<file path="src/rtl/smr_pkg.sv">
// Shared types and field positions for the stop-mode recovery controller.
package smr_pkg;
    typedef enum logic [1:0] {
        ST_RUN     = 2'd0,
        ST_STOP    = 2'd1,
        ST_RECOVER = 2'd2
    } smr_state_e;

    localparam int CTRL_BITS = 7;   // writable control bits 6:0
    localparam int POL_BIT   = 6;
    localparam int DLY_BIT   = 5;
    localparam int SRC_LSB   = 2;
    localparam int SRC_MSB   = 4;
    localparam int DIV_LSB   = 0;
    localparam int DIV_MSB   = 1;
endpackage

</file>
<file path="src/rtl/smr_regs.sv">
// Control register and sticky recovery flag.
// Decodes one bank/address pair, stores bits 6:0 and returns the flag in bit 7.
// Assumes rst_n is the power-on reset; a recovery never clears these bits.
module smr_regs
    import smr_pkg::*;
#(
    parameter logic [3:0] BANK_ID  = 4'hF,
    parameter logic [7:0] REG_ADDR = 8'h0B
) (
    input  logic                 clk,
    input  logic                 rst_n,
    input  logic [3:0]           bus_bank,
    input  logic [7:0]           bus_addr,
    input  logic                 bus_we,
    input  logic [7:0]           bus_wdata,
    input  logic                 wake_evt,
    output logic [CTRL_BITS-1:0] ctrl_q,
    output logic                 flag_q,
    output logic [7:0]           bus_rdata
);
    logic hit;
    logic wr_hit;
    logic unused_wbit;

    // Address decode for the single register.
    assign hit         = (bus_bank == BANK_ID) && (bus_addr == REG_ADDR);
    assign wr_hit      = hit && bus_we;
    assign unused_wbit = bus_wdata[7];

    // Writable control bits: cleared only by power-on reset.
    always_ff @(posedge clk) begin
        if (!rst_n)      ctrl_q <= '0;
        else if (wr_hit) ctrl_q <= bus_wdata[CTRL_BITS-1:0];
    end

    // Sticky flag: set by hardware on wake, cleared only by power-on reset.
    always_ff @(posedge clk) begin
        if (!rst_n)        flag_q <= 1'b0;
        else if (wake_evt) flag_q <= 1'b1;
    end

    // Read path: only the flag is readable; other bits read as zero.
    always_comb begin
        bus_rdata = 8'h00;
        if (hit) bus_rdata[7] = flag_q;
    end

    AST_FLAG_STICKY: assert property (@(posedge clk) disable iff (!rst_n)
        flag_q |=> flag_q);
    AST_CTRL_HOLD: assert property (@(posedge clk) disable iff (!rst_n)
        !wr_hit |=> $stable(ctrl_q));
endmodule

</file>
<file path="src/rtl/smr_wake_detect.sv">
// Wake source selection, level polarity and minimum pulse-width filter.
// Assumes inputs are synchronous to clk and TWSM >= 2.
module smr_wake_detect #(
    parameter int TWSM  = 4,
    parameter int NPORT = 7,
    localparam int SEL_W = $clog2(NPORT + 1),
    localparam int CNT_W = $clog2(TWSM + 1)
) (
    input  logic             clk,
    input  logic             rst_n,
    input  logic             in_stop,
    input  logic [SEL_W-1:0] src_sel,
    input  logic             pol_high,
    input  logic             fixed_pin,
    input  logic             fixed_is_input,
    input  logic [NPORT-1:0] port_in,
    output logic             pin_wake
);
    localparam logic [CNT_W-1:0] LAST = CNT_W'(TWSM - 1);

    logic             src_lvl;
    logic             src_active;
    logic [CNT_W-1:0] cnt_q;

    // Source multiplexer: code 0 is the fixed pin, code k is port_in[k-1].
    always_comb begin
        src_lvl = !pol_high;   // inactive level by default
        if (src_sel == '0) begin
            if (fixed_is_input) src_lvl = fixed_pin;
        end else begin
            for (int i = 0; i < NPORT; i++) begin
                if (src_sel == SEL_W'(i + 1)) src_lvl = port_in[i];
            end
        end
    end

    // Polarity: compare the source with the programmed wake level.
    assign src_active = (src_lvl == pol_high);

    // Consecutive-active counter, running only during stop.
    always_ff @(posedge clk) begin
        if (!rst_n || !in_stop)  cnt_q <= '0;
        else if (!src_active)    cnt_q <= '0;
        else if (cnt_q != LAST)  cnt_q <= cnt_q + 1'b1;
    end

    // Wake on the TWSM-th consecutive active sample.
    assign pin_wake = in_stop && src_active && (cnt_q == LAST);

    AST_MIN_PULSE: assert property (@(posedge clk) disable iff (!rst_n)
        pin_wake |-> $past(src_active) && $past(in_stop));
endmodule

</file>
<file path="src/rtl/smr_sequencer.sv">
// Run/stop/recover state machine with programmable post-wake reset delay.
// Assumes stop_req is a one-cycle request from the core while it runs.
module smr_sequencer
    import smr_pkg::*;
#(
    parameter int SHORT_EXP = 4,
    parameter int LONG_EXP  = 10
) (
    input  logic clk,
    input  logic rst_n,
    input  logic stop_req,
    input  logic pin_wake,
    input  logic wdt_timeout,
    input  logic long_dly,
    output logic wake_evt,
    output logic stop_clk_gate,
    output logic rec_reset
);
    localparam logic [LONG_EXP-1:0] SHORT_LAST = LONG_EXP'((1 << SHORT_EXP) - 1);
    localparam logic [LONG_EXP-1:0] LONG_LAST  = LONG_EXP'((1 << LONG_EXP) - 1);

    smr_state_e          state_q;
    logic [LONG_EXP-1:0] dly_q;
    logic [LONG_EXP-1:0] dly_last;

    // Wake from either cause, only while stopped.
    assign wake_evt = (state_q == ST_STOP) && (pin_wake || wdt_timeout);
    assign dly_last = long_dly ? LONG_LAST : SHORT_LAST;

    // State transitions and delay counting.
    always_ff @(posedge clk) begin
        if (!rst_n) begin
            state_q <= ST_RUN;
            dly_q   <= '0;
        end else begin
            unique case (state_q)
                ST_RUN: if (stop_req) state_q <= ST_STOP;
                ST_STOP: if (wake_evt) begin
                    state_q <= ST_RECOVER;
                    dly_q   <= '0;
                end
                ST_RECOVER: begin
                    if (dly_q == dly_last) state_q <= ST_RUN;
                    else                   dly_q   <= dly_q + 1'b1;
                end
                default: state_q <= ST_RUN;
            endcase
        end
    end

    // Registered-state outputs.
    assign stop_clk_gate = (state_q == ST_STOP);
    assign rec_reset     = (state_q == ST_RECOVER);

    AST_GATE_EXCL: assert property (@(posedge clk) disable iff (!rst_n)
        !(stop_clk_gate && rec_reset));
    AST_REC_FROM_STOP: assert property (@(posedge clk) disable iff (!rst_n)
        $rose(rec_reset) |-> $past(stop_clk_gate));
endmodule

</file>
<file path="src/rtl/smr_ctrl.sv">
// Top of the stop-mode recovery controller: register, wake filter, sequencer.
// Assumes all inputs are synchronous to the always-on clock.
module smr_ctrl
    import smr_pkg::*;
#(
    parameter int         TWSM      = 4,
    parameter int         NPORT     = 7,
    parameter int         SHORT_EXP = 4,
    parameter int         LONG_EXP  = 10,
    parameter logic [3:0] BANK_ID   = 4'hF,
    parameter logic [7:0] REG_ADDR  = 8'h0B
) (
    input  logic             clk,
    input  logic             rst_n,
    input  logic [3:0]       bus_bank,
    input  logic [7:0]       bus_addr,
    input  logic             bus_we,
    input  logic [7:0]       bus_wdata,
    output logic [7:0]       bus_rdata,
    input  logic             stop_req,
    input  logic             wake_pin,
    input  logic             wake_pin_is_input,
    input  logic [NPORT-1:0] port_in,
    input  logic             wdt_timeout,
    output logic             stop_clk_gate,
    output logic             rec_reset,
    output logic             rec_flag,
    output logic [1:0]       clk_div
);
    localparam int SEL_W = $clog2(NPORT + 1);

    logic [CTRL_BITS-1:0] ctrl;
    logic                 wake_evt;
    logic                 pin_wake;
    logic [SEL_W-1:0]     src_sel;

    assign src_sel = SEL_W'(ctrl[SRC_MSB:SRC_LSB]);
    assign clk_div = ctrl[DIV_MSB:DIV_LSB];

    smr_regs #(.BANK_ID(BANK_ID), .REG_ADDR(REG_ADDR)) u_regs (
        .clk       (clk),
        .rst_n     (rst_n),
        .bus_bank  (bus_bank),
        .bus_addr  (bus_addr),
        .bus_we    (bus_we),
        .bus_wdata (bus_wdata),
        .wake_evt  (wake_evt),
        .ctrl_q    (ctrl),
        .flag_q    (rec_flag),
        .bus_rdata (bus_rdata)
    );

    smr_wake_detect #(.TWSM(TWSM), .NPORT(NPORT)) u_wake (
        .clk            (clk),
        .rst_n          (rst_n),
        .in_stop        (stop_clk_gate),
        .src_sel        (src_sel),
        .pol_high       (ctrl[POL_BIT]),
        .fixed_pin      (wake_pin),
        .fixed_is_input (wake_pin_is_input),
        .port_in        (port_in),
        .pin_wake       (pin_wake)
    );

    smr_sequencer #(.SHORT_EXP(SHORT_EXP), .LONG_EXP(LONG_EXP)) u_seq (
        .clk           (clk),
        .rst_n         (rst_n),
        .stop_req      (stop_req),
        .pin_wake      (pin_wake),
        .wdt_timeout   (wdt_timeout),
        .long_dly      (ctrl[DLY_BIT]),
        .wake_evt      (wake_evt),
        .stop_clk_gate (stop_clk_gate),
        .rec_reset     (rec_reset)
    );

    AST_FLAG_ON_WAKE: assert property (@(posedge clk) disable iff (!rst_n)
        $rose(rec_reset) |-> rec_flag);
    AST_DIV_KEPT: assert property (@(posedge clk) disable iff (!rst_n)
        $rose(rec_reset) |-> $stable(clk_div));
endmodule

</file>
<file path="config.mk">
export PLATFORM = sky130hd
export DESIGN_NAME = smr_ctrl
export DESIGN_NICKNAME = d
export VERILOG_FILES = /design/src/rtl/smr_pkg.sv /design/src/rtl/smr_regs.sv /design/src/rtl/smr_wake_detect.sv /design/src/rtl/smr_sequencer.sv /design/src/rtl/smr_ctrl.sv
export SDC_FILE = /design/constraint.sdc
export NUM_CORES = 1
export LEC_CHECK = 0
export BUFFER_PORTS_ARGS = -buffer_cell sky130_fd_sc_hd__buf_4
export CORE_MARGIN = 1
export CORE_UTILIZATION = 52
export DETAILED_ROUTE_END_ITERATION = 8
export GPL_ROUTABILITY_DRIVEN = 0
export PLACE_DENSITY = 0.88
export SLEW_MARGIN = 20
export SYNTH_ARGS = -nofsm -noshare
export SYNTH_HDL_FRONTEND = slang
export SYNTH_SLANG_ARGS = --single-unit
</file>
<file path="constraint.sdc">
create_clock -name clk -period 3.04 [get_ports clk]
set_input_delay 0.152 -clock clk [delete_from_list [all_inputs] [get_ports clk]]
set_output_delay 0.152 -clock clk [all_outputs]
set_load 0.01 [all_outputs]
</file>
==> Yosys cells after proc, flatten, opt, wreduce, memory -nomap -nowiden <==
Cells that the tools add are included.
{ "totals": {"regBits": 23, "wordCells": 61} }
{ "classes": {"add_sub_neg": 2, "n_eq_ne": 19, "n_mux": 18, "bitwise_logic": 1, "n_reduce_logical": 16} }
{ "ops": {"columns": ["cell", "count"], "rows": [
  ["2-to-1 mux 10 bit", 3],
  ["case mux 10 bit (2 select lines)", 1],
  ["== test 3 bit (second input constant)", 4],
  ["adder 10 x 1 -> 10 bit (second input constant)", 1],
  ["== test 10 bit", 1],
  ["2-to-1 mux 1 bit", 10],
  ["== test 3 x 2 -> 1 bit (second input constant)", 3],
  ["== test 8 x 4 -> 1 bit (second input constant)", 1],
  ["2-to-1 mux 2 bit", 3],
  ["inequality test 2 bit (second input constant)", 3],
  ["case mux 2 bit (3 select lines)", 1],
  ["AND reduction 3 bit", 2],
  ["logical AND 1 bit", 5],
  ["== test 4 bit (second input constant)", 1],
  ["adder 3 x 1 -> 3 bit (second input constant)", 1],
  ["== test 3 x 1 -> 1 bit (second input constant)", 1],
  ["logical NOT 1 bit", 3],
  ["logical NOT 3 bit", 1],
  ["inequality test 3 x 2 -> 1 bit (second input constant)", 1],
  ["== test 2 x 1 -> 1 bit (second input constant)", 1],
  ["== test 2 bit (second input constant)", 1],
  ["logical NOT 2 bit", 1],
  ["logical OR 1 bit", 2],
  ["inequality test 2 x 1 -> 1 bit (second input constant)", 1],
  ["other kinds (4)", 4]
]} }

==> Logic depth before layout (Yosys ltp) <==
{ "depth": {"ltp_word": 16, "ltp_mapped": 7, "ltp_nobuf": 6} }

==> Hierarchy <==
A second synthesis with hierarchy kept.
{ "hier_totals": {"cells_unflattened": 154, "area_unflattened_um2": 1393.8} }
{ "by_module_without_submodules": {"columns": ["mod", "instances", "cells_per_inst", "area_per_inst_um2", "seq_area_each_um2"], "rows": [
  ["smr_sequencer", 1, 75, 681.9, 240.2],
  ["smr_regs", 1, 46, 430.4, 160.2],
  ["smr_wake_detect", 1, 33, 281.5, 60.1]
]} }

==> Worst setup path after synthesis <==
OpenSTA, ideal clock, no wires.
{ "synth_timing": {"kind": "register to register", "startpoint": "reg u_regs.ctrl_q[3]", "endpoint": "reg u_seq.dly_q[1]", "arrival_ps": 1658, "required_time_ps": 2968, "setup_slack_ps": 1310, "path_stages_with_launch": 7, "synth_period_minus_slack_ps": 1730, "path_cell_list": "dfxtp_1 mux4_2 nor2b_2 a21oi_2 mux2_4 nand3_4 mux2i_1"} }
{ "synth_via": {"elab_chain_cells": 16} }
{ "synth_lines": {"columns": ["element", "line", "rtl"], "rows": [
  ["start: declaration", "smr_regs.sv:17", "output logic [CTRL_BITS-1:0] ctrl_q,"],
  ["start signal: assignment", "smr_regs.sv:33", "else if (wr_hit) ctrl_q <= bus_wdata[CTRL_BITS-1:0];"],
  ["== test 3 x 1 -> 1 bit", "smr_wake_detect.sv:32", "if (src_sel == SEL_W'(i + 1)) src_lvl = port_in[i];"],
  ["2-to-1 mux 1 bit (7 in series)", "smr_wake_detect.sv:32", null],
  ["2-to-1 mux 1 bit *", "smr_wake_detect.sv:28", "if (src_sel == '0) begin"],
  ["== test 1 bit *", "smr_wake_detect.sv:38", "assign src_active = (src_lvl == pol_high);"],
  ["logical AND 1 bit * (2 in series)", "smr_wake_detect.sv:48", "assign pin_wake = in_stop && src_active && (cnt_q == LAST);"],
  ["logical OR 1 bit *", "smr_sequencer.sv:27", "assign wake_evt = (state_q == ST_STOP) && (pin_wake || wdt_timeout);"],
  ["logical AND 1 bit *", "smr_sequencer.sv:27", null],
  ["inequality test 2 bit (no line) *", null, null],
  ["AND reduction 3 bit (no line) *", null, null],
  ["end signal: assignment", "smr_sequencer.sv:44", "else dly_q <= dly_q + 1'b1;"],
  ["end: declaration", "smr_sequencer.sv:23", "logic [LONG_EXP-1:0] dly_q;"]
]} }
Every way passes the cells marked *; elsewhere a longest branch is shown, timed or not.
A chain may end at the register's enable or synchronous reset.

==> Final worst setup path <==
{ "layout_timing": {"startpoint": "reg u_seq.dly_q[8]", "endpoint": "reg u_seq.dly_q[3]"} }
{ "layout_via": {"elab_chain_cells": 3} }
{ "layout_lines": {"columns": ["element", "line", "rtl"], "rows": [
  ["== test 10 bit", "smr_sequencer.sv:43", "if (dly_q == dly_last) state_q <= ST_RUN;"],
  ["inequality test 2 bit (no line)", null, null],
  ["AND reduction 3 bit (no line)", null, null]
]} }
No other way between the ends.

==> out/results.ini <==
[finish]
diodes=0
syn2layout_area_growth_pct=22.28
drive_above_1_share=0.3029
final_core_util=0.6915
final_common_cell=buf_4
final_cell_mix=buf_4 (38), dfxtp_1 (23), nor2_1 (15), mux2i_1 (10), nor2b_1 (9)
fillers=180
final_nets=213

[grt]
gr-max-usage-layer=met2
use_met3=0.03216
antenna_found_initial=0
grt.overflow.total=0
grtUsageMet2=0.4372
grt_usage=0.2189
grt_pass1_vias=1126
grt_max_degree=17
grt_use_met1=0.2204
grt_pass1_wl_mm=4.367

[setup_path]
worst_setup_path_end_kind=flip-flop
start_kind=flip-flop
crit_type=reg2reg
arrival_ps=2170
crit_fanout=9
reg2reg_depth=6
crit_required_ps=3250

[sta]
final.period_utilization=0.6463
finalSetupViolations=0
finalCriticalPeriod_ps=1965
max_clock_freq_mhz=508.9
slew_viol_final=0
finClkSkew_ps=7.476
fin_tns_setup_ps=0
rsz0062_at_grt=false
hold_ws_ps=97.77
hold_viol=0
finalWorstSetupSlack_ps=1075

[power_and_ir_drop]
intPower_w=0.0003974
p_per_area_nw_per_um2=334.2
combPwrFrac=0.142
clkPwrFrac=0.267
leakagePower_nw=0.7080
irDropWorstVdd_v=0.0002399
p_sw_frac=0.2373
power_switching_w=0.0001237
seq_power_share=0.591

[clock_network]
clk_pin_slew_worst_paths_ps=120
cts_buffer_depth=2
holdBufCountCts=0
cts_made_buffers=3
htree_num_levels=1
ctsResizeCount=0
insertion_delay_ps=310
cts_sinks=23
cts_tree=built
post_cts_buffers=0
cts_root_buf=clkbuf_4

[die]
initial_core_util=0.5655
fp.dieH_um=51.52
ios=47
die_w_um=51.52
core_area_um2=2255
dieArea_um2=2654
num_rows=17

[synthesis]
post_synth_num_cell_types=41
syn_inst=139
ys_seq_area_frac=0.3611
avgSynthCellArea_um2=9.172
syn_area_um2=1275
synth-seq-cells=23
synth_top_flop_cell=dfxtp_1
synth_edf_count=0
yosysWarnings=0
synthArstFlopShare=0

[drt]
viasPerCell=5.266
drt_wl_total_mm=2.583
first_iter_violations=12
routedWlPerCell_um=12.72
antenna_left=0
first_pass_iters=4
num_vias=1069
drc=0

[place]
hpwl_mm=2.156
post-place-ws_ps=1094
io_buffers=38

[status]
outcome=completed

[job]
cap_violations=0

[hold_path]
hold_depth=3
hold_path.class=in2reg

-- power groups by stage --
| stage | sequential, W | clock, W | combinational (W) |
|---|---|---|---|
| after global routing | 0.000309 | 0.000156 | 0.0000804 |
| after detailed placement | 0.000315 | 0 | 0.0000744 |
| after global placement | 0.000315 | 0 | 0.0000709 |
| final | 0.000308 | 0.000139 | 0.0000739 |
| after CTS | 0.000308 | 0.000146 | 0.0000746 |
| after floorplan | 0.000315 | 0 | 0.0000398 |
-- routing by layer --
metal / routed length, µm / vias to the layer above
li1: - / 534
met2: 1496 / 33
met1: 966 / 500
met4: 19 / 0
met3: 102 / 2
met5: 0 / -
-- state kept, by name (all words and copies together) (netlist names) --
name	count
u_seq.dly_q	10
u_regs.ctrl_q	7
u_wake.cnt_q	3
u_seq.state_q	2
u_regs.flag_q	1
-- cell usage after synthesis, types with 2 or more instances --
master | instances | area [µm²]
inv_1 | 5 | 18.77
nor2_1 | 15 | 56.30
nand3_1 | 7 | 35.03
nand4_1 | 2 | 12.51
xor2_1 | 3 | 26.28
mux2i_1 | 10 | 100.1
o21ai_0 | 3 | 15.01
ha_1 | 3 | 37.54
a31oi_1 | 2 | 12.51
nand3_4 | 2 | 35.03
and2_1 | 3 | 18.77
nor3_1 | 5 | 25.02
dfxtp_1 | 23 | 460.4
buf_4 | 9 | 67.56
a21oi_1 | 2 | 10.01
xnor2_1 | 6 | 52.55
nand2_1 | 7 | 26.28
nor2b_1 | 9 | 56.30
-- final timing paths --
kind / from / to / slack [ps]
setup reg to reg: u_seq.dly_q[8] / u_seq.dly_q[3] / 1080
hold / removal: bus_wdata[0] / u_regs.ctrl_q[0] / 100
hold reg to reg: u_seq.dly_q[1] / u_seq.dly_q[1] / 500
setup / recovery: u_seq.dly_q[8] / u_seq.dly_q[3] / 1080
-- area by class of cell --
class                      instances  area, µm²  share of cell area
multi-input combinational        105      732.0              0.4695
sequential                        23      460.4              0.2953
timing repair buffer              38      285.3              0.1830
tap                               28      35.03             0.02247
clock buffer                       3      22.52             0.01445
inverter                           5      18.77             0.01204
clock inverter                     1      5.005            0.003210
-- critical path, stage by stage, from the launching register on --
cell and delay [ps]:
dfxtp_1 360, or4_4 540, o22ai_2 140, a41o_1 450, or2b_2 190, xor2_1 140
nor2_1 50
-- metrics by stage --
step	total power, W	std cells	instance area (µm²)
after floorplan	0.0003544	145	1297
after global placement	0.0003854	199	1531
after detailed placement	0.0003892	199	1531
after CTS	0.0005291	203	1559
after global routing	0.0005454	203	1559
final	0.0005211	203	1559
-- kinds of logic (layout without fill, tap and decap cells) --
kind of cell | after synthesis | in the layout | share of synthesized area
multiplexers | 13 | 13 | 0.1168
flip-flops | 23 | 23 | 0.3611
buffers and inverters | 17 | 47 | 0.08243
XOR/XNOR | 9 | 9 | 0.06183
adder cells (fa/ha/maj) | 3 | 3 | 0.02944
other | 1 | 7 | 0.002941
AND/OR/NAND/NOR | 61 | 61 | 0.2787
AO/OA/AOI/OAI | 12 | 12 | 0.06673
Note: power is estimated with default switching activity, not from simulation.
